File: config.mk
export PLATFORM = sky130hd
export DESIGN_NAME = fpac_decide
export DESIGN_NICKNAME = d
export VERILOG_FILES = /design/src/rtl/fpac_pkg.sv /design/src/rtl/fpac_gate_low.sv /design/src/rtl/fpac_gate_hyp.sv /design/src/rtl/fpac_gate_mon.sv /design/src/rtl/fpac_decide.sv
export SDC_FILE = /design/constraint.sdc
export NUM_CORES = 1
export LEC_CHECK = 0
export BUFFER_PORTS_ARGS = -buffer_cell sky130_fd_sc_hd__buf_2
export CORE_AREA = 2 2 39 41
export DETAILED_ROUTE_END_ITERATION = 8
export DIE_AREA = 0 0 41 43
export GPL_TIMING_DRIVEN = 1
export PLACE_DENSITY = 0.63
export SLEW_MARGIN = 20
export SYNTH_ARGS = -nofsm -noshare
export SYNTH_HDL_FRONTEND = slang
export SYNTH_SLANG_ARGS = --single-unit
File: constraint.sdc
create_clock -name clk -period 2.4 [get_ports clk]
set_input_delay 0.48 -clock clk [delete_from_list [all_inputs] [get_ports clk]]
set_output_delay 0.48 -clock clk [all_outputs]
set_load 0.05 [all_outputs]
File: src/rtl/fpac_pkg.sv
package fpac_pkg;
    localparam int LVL_W = 2;
    localparam int SYN_W = 6;
    localparam logic [SYN_W-1:0] SYN_FP_TRAP = 6'h07;
    localparam logic [SYN_W-1:0] SYN_UNCAT   = 6'h00;

    typedef struct packed {
        logic             hit;
        logic             undef;
        logic [LVL_W-1:0] tgt;
        logic [SYN_W-1:0] syn;
    } rule_hit_t;

    typedef struct packed {
        logic             allow;
        logic             undef;
        logic             trap;
        logic [LVL_W-1:0] tgt;
        logic [SYN_W-1:0] syn;
    } verdict_t;

    localparam rule_hit_t NO_HIT = '{hit: 1'b0, undef: 1'b0, tgt: '0, syn: '0};

    function automatic rule_hit_t trap_to(input logic [LVL_W-1:0] lvl,
                                          input logic [SYN_W-1:0] code);
        rule_hit_t r;
        r.hit   = 1'b1;
        r.undef = 1'b0;
        r.tgt   = lvl;
        r.syn   = code;
        return r;
    endfunction

    function automatic rule_hit_t undef_hit();
        rule_hit_t r;
        r       = NO_HIT;
        r.hit   = 1'b1;
        r.undef = 1'b1;
        return r;
    endfunction
endpackage

File: src/rtl/fpac_gate_low.sv
module fpac_gate_low
    import fpac_pkg::*;
(
    input  logic [LVL_W-1:0] cur_lvl_i,
    input  logic             l1_w64_i,
    input  logic             l2_on_i,
    input  logic             l2_w64_i,
    input  logic             host_i,
    input  logic             tgen_i,
    input  logic [1:0]       l1_fp_en_i,
    output rule_hit_t        hit_o
);
    logic host_route;
    assign host_route = l2_on_i & host_i & tgen_i;

    always_comb begin
        hit_o = NO_HIT;
        if (cur_lvl_i == 2'd0) begin
            if (l1_w64_i && !host_route && (l1_fp_en_i != 2'b11)) begin
                if (l2_on_i && l2_w64_i && tgen_i)
                    hit_o = trap_to(2'd2, SYN_UNCAT);
                else
                    hit_o = trap_to(2'd1, SYN_FP_TRAP);
            end
        end else if (cur_lvl_i == 2'd1) begin
            if (!l1_fp_en_i[0])
                hit_o = trap_to(2'd1, SYN_FP_TRAP);
        end
    end
endmodule

File: src/rtl/fpac_gate_hyp.sv
module fpac_gate_hyp
    import fpac_pkg::*;
(
    input  logic [LVL_W-1:0] cur_lvl_i,
    input  logic             l2_on_i,
    input  logic             l2_w64_i,
    input  logic             host_i,
    input  logic             tgen_i,
    input  logic [1:0]       l2_fp_en_i,
    input  logic             l2_fp_trap_i,
    output rule_hit_t        hit_o
);
    logic l2_live;
    assign l2_live = l2_on_i & l2_w64_i;

    always_comb begin
        hit_o = NO_HIT;
        if (cur_lvl_i != 2'd3 && l2_live) begin
            if (cur_lvl_i == 2'd0 && host_i && tgen_i && (l2_fp_en_i != 2'b11))
                hit_o = trap_to(2'd2, SYN_FP_TRAP);
            else if (host_i && !l2_fp_en_i[0])
                hit_o = trap_to(2'd2, SYN_FP_TRAP);
            else if (!host_i && l2_fp_trap_i)
                hit_o = trap_to(2'd2, SYN_FP_TRAP);
        end
    end
endmodule

File: src/rtl/fpac_gate_mon.sv
module fpac_gate_mon
    import fpac_pkg::*;
(
    input  logic [LVL_W-1:0] cur_lvl_i,
    input  logic             l3_here_i,
    input  logic             l3_w64_i,
    input  logic             l3_fp_trap_i,
    input  logic             dbg_lock_i,
    output rule_hit_t        hit_o
);
    always_comb begin
        hit_o = NO_HIT;
        if (cur_lvl_i == 2'd3) begin
            if (l3_fp_trap_i)
                hit_o = trap_to(2'd3, SYN_FP_TRAP);
        end else if (l3_here_i && l3_w64_i && l3_fp_trap_i) begin
            if (dbg_lock_i)
                hit_o = undef_hit();
            else
                hit_o = trap_to(2'd3, SYN_FP_TRAP);
        end
    end
endmodule

File: src/rtl/fpac_decide.sv
module fpac_decide
    import fpac_pkg::*;
#(
    parameter bit HALT_UNDEF_FIRST = 1'b1
) (
    input  logic             clk,
    input  logic             rst_n,
    input  logic [LVL_W-1:0] cur_lvl_i,
    input  logic             l1_w64_i,
    input  logic             l2_on_i,
    input  logic             l2_w64_i,
    input  logic             l3_here_i,
    input  logic             l3_w64_i,
    input  logic             host_i,
    input  logic             tgen_i,
    input  logic [1:0]       l1_fp_en_i,
    input  logic [1:0]       l2_fp_en_i,
    input  logic             l2_fp_trap_i,
    input  logic             l3_fp_trap_i,
    input  logic             halted_i,
    input  logic             sdbg_dis_i,
    output logic             allow_o,
    output logic             undef_o,
    output logic             trap_o,
    output logic [LVL_W-1:0] tgt_lvl_o,
    output logic [SYN_W-1:0] syn_o
);
    rule_hit_t low_hit, hyp_hit, mon_hit, halt_hit;
    verdict_t  verdict_d, verdict_q;
    logic      dbg_lock;

    assign dbg_lock = halted_i & sdbg_dis_i;

    generate
        if (HALT_UNDEF_FIRST) begin : g_halt_first
            always_comb begin
                halt_hit = NO_HIT;
                if (cur_lvl_i != 2'd3 && dbg_lock && l3_here_i && l3_w64_i && l3_fp_trap_i)
                    halt_hit = undef_hit();
            end
        end else begin : g_halt_late
            assign halt_hit = NO_HIT;
        end
    endgenerate

    fpac_gate_low u_low (
        .cur_lvl_i  (cur_lvl_i),
        .l1_w64_i   (l1_w64_i),
        .l2_on_i    (l2_on_i),
        .l2_w64_i   (l2_w64_i),
        .host_i     (host_i),
        .tgen_i     (tgen_i),
        .l1_fp_en_i (l1_fp_en_i),
        .hit_o      (low_hit)
    );

    fpac_gate_hyp u_hyp (
        .cur_lvl_i    (cur_lvl_i),
        .l2_on_i      (l2_on_i),
        .l2_w64_i     (l2_w64_i),
        .host_i       (host_i),
        .tgen_i       (tgen_i),
        .l2_fp_en_i   (l2_fp_en_i),
        .l2_fp_trap_i (l2_fp_trap_i),
        .hit_o        (hyp_hit)
    );

    fpac_gate_mon u_mon (
        .cur_lvl_i    (cur_lvl_i),
        .l3_here_i    (l3_here_i),
        .l3_w64_i     (l3_w64_i),
        .l3_fp_trap_i (l3_fp_trap_i),
        .dbg_lock_i   (dbg_lock),
        .hit_o        (mon_hit)
    );

    always_comb begin
        rule_hit_t win;
        if (halt_hit.hit)      win = halt_hit;
        else if (low_hit.hit)  win = low_hit;
        else if (hyp_hit.hit)  win = hyp_hit;
        else                   win = mon_hit;

        verdict_d       = '0;
        verdict_d.allow = !win.hit;
        verdict_d.undef = win.hit & win.undef;
        verdict_d.trap  = win.hit & !win.undef;
        if (verdict_d.trap) begin
            verdict_d.tgt = win.tgt;
            verdict_d.syn = win.syn;
        end
    end

    always_ff @(posedge clk) begin
        if (!rst_n) verdict_q <= '0;
        else        verdict_q <= verdict_d;
    end

    assign allow_o   = verdict_q.allow;
    assign undef_o   = verdict_q.undef;
    assign trap_o    = verdict_q.trap;
    assign tgt_lvl_o = verdict_q.tgt;
    assign syn_o     = verdict_q.syn;
endmodule

==> run metrics, run 1 <==
total detailed-routing wirelength=872 microns; Clock power frac=0.302; Synth Register Bits=6; layout cell share with drive strength beyond 1=0.4493; largest net degree at the start of global routing=8; PostCTS Resize Cnt=0; PwrDens=577.6 nW/um^2; post-layout min period=1.391 ns; max-cap check violation count=0; GRT Total Usage=0.1131; worst hold start=rst_n; DIE WIDTH=41 microns; worst min-delay path class=in -> reg; Clock Path Buffers=2; RD Place Congestion=0.7003; Psw=109.3 uW; CP Class=in -> reg; DRT Pass-1 Iters=3; startpoint types=primary input; Final Hold Fails=0; Distinct cells, synth=27; via count=420; Final TNS setup=0 ns; Slew Viols, Final=0; CTS Hold Bufs=0; Comb pwr share=0.342; Core Box Area=1384 sq um; initial antenna violation count=0; max incr delay on CP=~0.32 ns; Buffers on Ports=26; Final Cycle Share=0.5795; # clock sinks=6; die footprint=1763 sq um; TritonCTS clock tree=built; most numerous cell in the Yosys netlist=dfxtp_1; most frequent cells after synthesis=6 x dfxtp_1, 5 x buf_4, 3 x and3_1; Seq pwr share=0.356; ys flop type=dfxtp_1; crit end category=register; vias in the first global route=378; Final #Nets=90; Post-DRT Antenna Nets=0; Starting Density=0.2785; P_int=195.7 uW; Hold Path Depth=2; first-pass GRT wire length=1400 microns; std cell rows=14; Die Y-Extent=43 microns; net switching fraction of the power=0.3584; fmax=between 700 and 800 MHz; io pins=30; top cell type's share of synthesized area=0.3117; mean number of vias per cell=roughly 4.9; Worst IR Drop VDD=0.0001405 V; Crit-path slowest cell=a211oi_1; fin cells=85; CTS Buf Count=3; arrival time at the worst endpoint=1.54 ns; RSZ-0062 raised after global routing=false; register area share after synthesis=0.3117; Final Util=0.3816; Iteration-0 DRC Markers=2; Static Leakage=around 0.00028 uW; synthesis-to-layout area growth=37.01%; Antenna diodes=0; H-tree depth=1; final setup vio count=0; Post-Syn Area per Cell=around 9 sq um; Critical Path RT=2.55 ns; largest cells by area after synthesis=dfxtp_1 31%, buf_4 9.7%, and3_1 4.9%, a22o_1 4.5%, a211oi_1 3.9%; DRC viols=0; CTS Root Cell=clkbuf_4; leading area contributor after synthesis=dfxtp_1; # Post-CTS Setup Buffers=0; Post-Syn Area=about 390 sq um; total grt overflow=0; worst-path fanout max=7; Clk pin slew, worst setup/hold paths=0.04 ns; Yosys warning count=0; crit-path cells=buf_2, a211oi_1, and3_1, nor3b_2, nor4_2; DP Cell Count=82; Post-Syn Instances=43; dpl hpwl=roughly 740 microns; Fin Hold WS=0.4588 ns; Post-synth EDFFs=0; fraction of registers with async set/reset=0; WHS Endpoint=allow_o; status=completed; DR WL/cell=10.26 microns
## how the worst max path moves through the flow
stage | slack (ns) | end | start | cells after the start
finish | 1.01 | syn_o[1] | cur_lvl_i[0] | 5
global route | 0.85 | syn_o[1] | cur_lvl_i[0] | 5
CTS | 1.0 | syn_o[1] | cur_lvl_i[0] | 5
detailed placement | 0.75 | syn_o[1] | cur_lvl_i[0] | 5
global placement | 0.76 | syn_o[1] | cur_lvl_i[0] | 5
floorplan | 1.01 | syn_o[1] | syn_o[1] | 1
## layout make-up
cell class              instances  area [sq um]
inverters                       1         3.754
well taps                      16         20.02
multi-input cells              33         231.5
fillers                       160         855.8
flip-flops and latches          6         120.1
clock buffers                   3         22.52
repair buffers                 26         130.1
## routing by layer
metal	GRT usage	wire, microns	up-vias
met5	0	0	-
met4	0.08000	29	0
met3	0.02094	90	5
met2	0.1781	383	24
met1	0.1274	369	179
li1	-	-	212
## worst max-delay path, delay by kind of cell
family	cells	cell delay, ns
AO/OA/AOI/OAI	1	0.32
buffers and inverters	1	0.14
AND/OR/NAND/NOR	3	0.60
## registers in the layout, indices dropped and copies added (netlist names)
name / cells
tgt_lvl_o: 2
allow_o: 1
syn_o: 1
trap_o: 1
undef_o: 1
## logic make-up after synthesis
| kind of cell | count (synthesis) | share of synthesized area |
|---|---|---|
| AO/OA/AOI/OAI | 12 | 0.2403 |
| buffers and inverters | 6 | 0.1071 |
| flip-flops | 6 | 0.3117 |
| other | 1 | 0.009731 |
| AND/OR/NAND/NOR | 18 | 0.3312 |
## per-stage QoR
stage / setup slack, ns / total power, uW / area (sq um)
after floorplan: 1.006 / 189.5 / 392.9
after global placement: 0.7640 / 213.8 / 505.5
after detailed placement: 0.7489 / 214.9 / 505.5
after CTS: 0.9998 / 306.8 / 528.0
after global routing: 0.8515 / 321.3 / 528.0
final: 1.009 / 305.0 / 528.0
## power by group through the flow
| stage | registers [uW] | logic (uW) | clock network [uW] |
|---|---|---|---|
| 3_5_place_dp | 110 | 105 | 0 |
| 6_report | 108 | 104 | 92.2 |
| 2_1_floorplan | 135 | 54.7 | 0 |
| 3_3_place_gp | 110 | 104 | 0 |
| 5_1_grt | 109 | 113 | 98.7 |
| 4_1_cts | 109 | 105 | 93.4 |
## placed cells by master, fill, tap and decap left out
cell	Yosys	final
o211ai_1	1	1
and2_1	1	1
a22o_1	2	2
and3b_1	1	1
nand4bb_1	1	1
a41o_1	1	1
nor2_1	2	2
nor4_2	1	1
and4b_1	1	1
inv_1	1	1
dfxtp_1	6	6
a211oi_1	2	2
conb_1	1	3
nand2_1	2	2
nor4b_1	1	1
and3_1	3	3
o211a_1	1	1
nand3_1	2	2
nand2b_1	1	1
a32oi_1	1	1
nor3b_1	1	1
o22ai_1	1	1
buf_2	0	26
a21oi_1	1	1
clkbuf_4	0	3
nor3b_2	1	1
a22oi_1	1	1
o21ai_1	1	1
No activity file was read; power rests on OpenSTA's default activity.
==> run 2, diff against run 1 <==
==> constraint.sdc (replaced) <==
create_clock -name clk -period 1.4 [get_ports clk]
set_input_delay 0.28 -clock clk [delete_from_list [all_inputs] [get_ports clk]]
set_output_delay 0.28 -clock clk [all_outputs]
set_load 0.05 [all_outputs]
==> run 2 against run 1 <==
Effect of this change:
- clock power is 65% higher
- non-clock buffer count stayed put
- flip-flop and latch count stayed put
- worst hold slack worse by 0.20 ns
- final area stayed put
- critical path depth stayed put
- via count is 4.0% lower
- power is 69% higher
- critical endpoint unchanged
- largest power group unchanged
- highest routed layer is now met3
==> run metrics, run 2 (synthesis gave the netlist of run 1 again) <==
PostCTS Resize Cnt=0; fmax=approximately 860 MHz; Clock power frac=0.295; placed inst area=a little over 500 sq um; RD Place Congestion=0.7005; std cell rows=14; met2 WL post-DR=about 380 microns; Seq pwr share=0.360; Antenna diodes=0; wl on met1=approximately 340 microns; TritonCTS clock tree=built; Clk pin slew, worst setup/hold paths=about 0.04 ns; DR top layer=met3; Starting Density=0.2785; startpoint types=primary input; Comb pwr share=0.345; Psw=between 150 and 200 uW; Post-DRT Antenna Nets=0; synthesis-to-layout area growth=37.01%; Clock Path Buffers=2; Final Hold Fails=0; H-tree depth=1; Buffers on Ports=26; mean number of vias per cell=about 4.7; CTS Hold Bufs=0; dpl hpwl=708 microns; first-pass GRT wire length=1373 microns; Slew Viols, Final=0; worst min-delay path class=in -> reg; PwrDens=977.4 nW/um^2; max incr delay on CP=about 0.31 ns; initial antenna violation count=0; crit end category=register; worst path buffer plus inverter count=1; Fin Hold WS=0.2632 ns; DRT Pass-1 Iters=1; RSZ-0062 raised after global routing=false; Core Box Area=1384 sq um; max-cap check violation count=0; vias in the first global route=373; Die Y-Extent=43 microns; commonest cells after routing, fill and taps aside=26 x buf_2, 6 x dfxtp_1, 3 x and3_1, 3 x conb_1, 3 x clkbuf_4; total grt overflow=0; total detailed-routing wirelength=817 microns; status=completed; final setup vio count=0; post-layout min period=1.167 ns; crit-path cells=buf_2, a211oi_1, and3_1, nor3b_2, nor4_2; # clock sinks=6; via count=403; Critical Path RT=1.55 ns; GRT Total Usage=0.1142; Final Cycle Share=0.8336; # Post-CTS Setup Buffers=0; P_int=335.1 uW; Fillers=between 150 and 200; largest net degree at the start of global routing=8; Worst IR Drop VDD=0.0002280 V; Iteration-0 DRC Markers=0; Crit-path slowest cell=a211oi_1; metal3 WL=around 98 microns; CTS Root Cell=clkbuf_4; die footprint=approximately 1800 sq um; CP Class=in -> reg; Static Leakage=0.0002820 uW; arrival time at the worst endpoint=1.32 ns; CTS Buf Count=3; layout cell share with drive strength beyond 1=0.4493; DIE WIDTH=41 microns; Final #Nets=90; DR WL/cell=9.612 microns; Top Family by Delay on Critical Path=simple AND/OR/NAND/NOR gates; Largest register FFs=2; net switching fraction of the power=0.3507; DRC viols=0; worst-path fanout max=7; commonest non-fill, non-tap cell in the layout=buf_2; io pins=30; Final Instance Area=528.0 sq um
==> run 2: per-layer routing <==
layer  global-route usage  up-vias
li1                     -      214
met1               0.1214      168
met2               0.1781       21
met3              0.02094        0
met4               0.1000        0
met5                    0        -
==> run 2: layout make-up <==
class / instances / area [sq um] / area share
clock buffers: 3 / 22.52 / 0.04265
inverters: 1 / 3.754 / 0.007109
repair buffers: 26 / 130.1 / 0.2464
well taps: 16 / 20.02 / 0.03791
flip-flops and latches: 6 / 120.1 / 0.2275
multi-input cells: 33 / 231.5 / 0.4384
==> run 2: final timing paths <==
path	start	endpoint	slack (ns)	cells past startpoint
setup / recovery	cur_lvl_i[0]	syn_o[1]	0.23	5
hold / removal	rst_n	allow_o	0.26	2
==> run 2: power groups by stage <==
stage / Clock [uW] / Sequential (uW) / Combinational [uW]
3_5_place_dp: 0 / 189 / 179
2_1_floorplan: 0 / 231 / 93.7
5_1_grt: 169 / 187 / 194
4_1_cts: 163 / 186 / 180
3_3_place_gp: 0 / 189 / 178
6_report: 152 / 186 / 178
==> run 2: metrics by stage <==
stage	setup slack [ns]	TNS, ns	total power, uW	instances	util
2_1_floorplan	0.2059	0	324.8	45	-
3_3_place_gp	-0.03585	-0.03585	366.4	82	0.3653
3_5_place_dp	-0.01659	-0.01659	367.9	82	0.3653
4_1_cts	0.2391	0	528.6	85	0.3816
5_1_grt	0.1003	0	550.7	85	0.3816
6_report	0.2330	0	516.1	85	0.3816
==> run 3, diff against run 2 <==
--- a/config.mk
+++ b/config.mk
@@ -5,12 +5,13 @@
 export SDC_FILE = /design/constraint.sdc
 export NUM_CORES = 1
 export LEC_CHECK = 0
+export ABC_AREA = 1
 export BUFFER_PORTS_ARGS = -buffer_cell sky130_fd_sc_hd__buf_2
 export CORE_AREA = 2 2 39 41
 export DETAILED_ROUTE_END_ITERATION = 8
 export DIE_AREA = 0 0 41 43
 export GPL_TIMING_DRIVEN = 1
-export PLACE_DENSITY = 0.63
+export PLACE_DENSITY = 0.65
 export SLEW_MARGIN = 20
 export SYNTH_ARGS = -nofsm -noshare
 export SYNTH_HDL_FRONTEND = slang
==> constraint.sdc (replaced) <==
create_clock -name clk -period 1 [get_ports clk]
set_input_delay 0.2 -clock clk [delete_from_list [all_inputs] [get_ports clk]]
set_output_delay 0.2 -clock clk [all_outputs]
set_load 0.05 [all_outputs]
==> run 3 against run 2 <==
Effect of this change:
- power increased by 38%
- global-route usage shrank 1.5 points
- final area rose by 2.8%
- die area is the same
- clock power is 45% higher
- largest power group unchanged
- worst setup slack worse by 0.20 ns
- largest cell class unchanged
- worst hold slack lost 0.061 ns
- non-clock buffer count unchanged
==> run metrics, run 3 <==
status=completed; Post-Syn Area=between 300 and 400 sq um; TritonCTS clock tree=built; crit-path cells=buf_4; first-pass GRT wire length=about 1100 microns; leading area contributor after synthesis=dfxtp_1; register area share after synthesis=0.3168; pre-CTS setup slack=-0.08813 ns; net switching fraction of the power=0.3448; Clock Path Buffers=2; Largest register FFs=2; worst min-delay path class=in -> reg; Fin Hold WS=0.2017 ns; Static Leakage=between 0.0003 and 0.0004 uW; # Post-CTS Setup Buffers=0; Final Cycle Share=0.9648; worst path buffer plus inverter count=1; P_int=465.9 uW; Final Hold Fails=0; die footprint=1763 sq um; Synth Register Bits=6; commonest non-fill, non-tap cell in the layout=buf_2; Buffers on Ports=26; via count=430; Worst IR Drop VDD=0.0002997 V; post-layout min period=0.9648 ns; Critical Path RT=~0.80 ns; critical path depth=1; Starting Density=0.2740; DR WL/cell=a little under 7 microns; RSZ-0062 raised after global routing=true; DRC viols=0; synthesis-to-layout area growth=43.23%; final setup vio count=0; DIE WIDTH=41 microns; crit end category=primary output; RD Place Congestion=0.7343; dpl hpwl=between 600 and 700 microns; Comb pwr share=0.326; startpoint types=register; layout cell share with drive strength beyond 1=0.3864; Post-Syn Instances=62; largest cells by area after synthesis=dfxtp_1 32%, nand2_1 16%, nor2_1 11%, buf_4 9.9%, nand3_1 7.9%; arrival time at the worst endpoint=between 0.7 and 0.8 ns; fmax=1037 MHz; most frequent cells after synthesis=16 x nand2_1, 11 x nor2_1, 8 x inv_1; mean number of vias per cell=4.135; GRT Total Usage=0.09920; max-cap check violation count=0; # clock sinks=6; io pins=30; Core Box Area=1384 sq um; top cell type's share of synthesized area=0.3168; Distinct cells, synth=14; CTS Hold Bufs=0; total grt overflow=0; commonest cells after routing, fill and taps aside=18 x buf_2, 16 x nand2_1, 11 x nor2_1; worst setup path startpoint=syn_o[1]; CTS Root Cell=clkbuf_4; PwrDens=approximately 1300 nW/um^2; H-tree depth=1; vias in the first global route=between 300 and 400; DRT Pass-1 Iters=2; CP Class=reg -> out; Top Family by Delay on Critical Path=flip-flops; Clock power frac=0.311; initial antenna violation count=0; Post-DRT Antenna Nets=0; Yosys warning count=0; worst setup margin=0.03521 ns; largest net degree at the start of global routing=5; Iteration-0 DRC Markers=2; CTS Buf Count=3; Crit-path slowest cell=dfxtp_2; Power, Total=711.0 uW; Antenna diodes=0; Clk pin slew, worst setup/hold paths=0.04 ns; Seq pwr share=0.363; Post-synth EDFFs=0; fraction of registers with async set/reset=0; std cell rows=14; total detailed-routing wirelength=roughly 720 microns; Final #Nets=109; Psw=245.2 uW; ys flop type=dfxtp_1; Die Y-Extent=43 microns; max incr delay on CP=about 0.33 ns; worst-path fanout max=3; worst setup path endpoint=syn_o[0]; Post-Syn Area per Cell=between 6 and 7 sq um; Slew Viols, Final=0; PostCTS Resize Cnt=2; most numerous cell in the Yosys netlist=nand2_1
==> run 3: cell count changes after synthesis, moves of 3 or more <==
cell / delta
nand2_1: +14
nor2_1: +9
inv_1: +7
nand3_1: +4
and3_1: -3
==> run 3: cell type report <==
type	instances	area, sq um
Fill cell	155	840.8
Multi-Input combinational cell	45	198.9
Timing Repair Buffer	26	150.1
Sequential cell	6	121.4
Inverter	8	30.03
Clock buffer	3	22.52
Tap cell	16	20.02
==> run 3: logic make-up after synthesis <==
| kind of cell | count (synthesis) | share of synthesized area |
|---|---|---|
| buffers and inverters | 13 | 0.1782 |
| and+or+nand+nor | 39 | 0.4555 |
| AOI/OAI and AO/OA | 3 | 0.03959 |
| DFF | 6 | 0.3168 |
| other | 1 | 0.009891 |
==> run 3: stage by stage <==
stage	utilization	TNS, ns	instances	area [sq um]
6_report	0.3924	0	104	543.0
5_1_grt	0.3924	-0.01273	104	543.0
4_1_cts	0.3816	-0.07294	104	528.0
3_5_place_dp	0.3617	-0.1915	101	500.5
3_3_place_gp	0.3617	-0.1660	101	500.5
2_1_floorplan	-	0	64	387.9
==> run 3: worst min path at each step <==
stage,start,endpoint,slack [ns],cells after the start
floorplan,rst_n,allow_o,0.35,2
global placement,rst_n,allow_o,0.45,3
detailed placement,rst_n,allow_o,0.46,3
CTS,rst_n,allow_o,0.20,3
global route,rst_n,allow_o,0.24,3
finish,rst_n,allow_o,0.20,3
==> run 3: layer usage <==
layer	vias up	GRT usage	wire [microns]
met5	-	0	0
met4	0	0.1000	25
met3	3	0.03141	99
met2	27	0.1469	295
met1	167	0.09904	297
li1	233	-	-
==> run 3: power groups by stage <==
stage               logic (uW)  clock network (uW)  registers (uW)
floorplan                  124                   0             310
global placement           222                   0             261
detailed placement         223                   0             262
CTS                        226                 232             257
global route               257                 249             260
finish                     232                 221             258
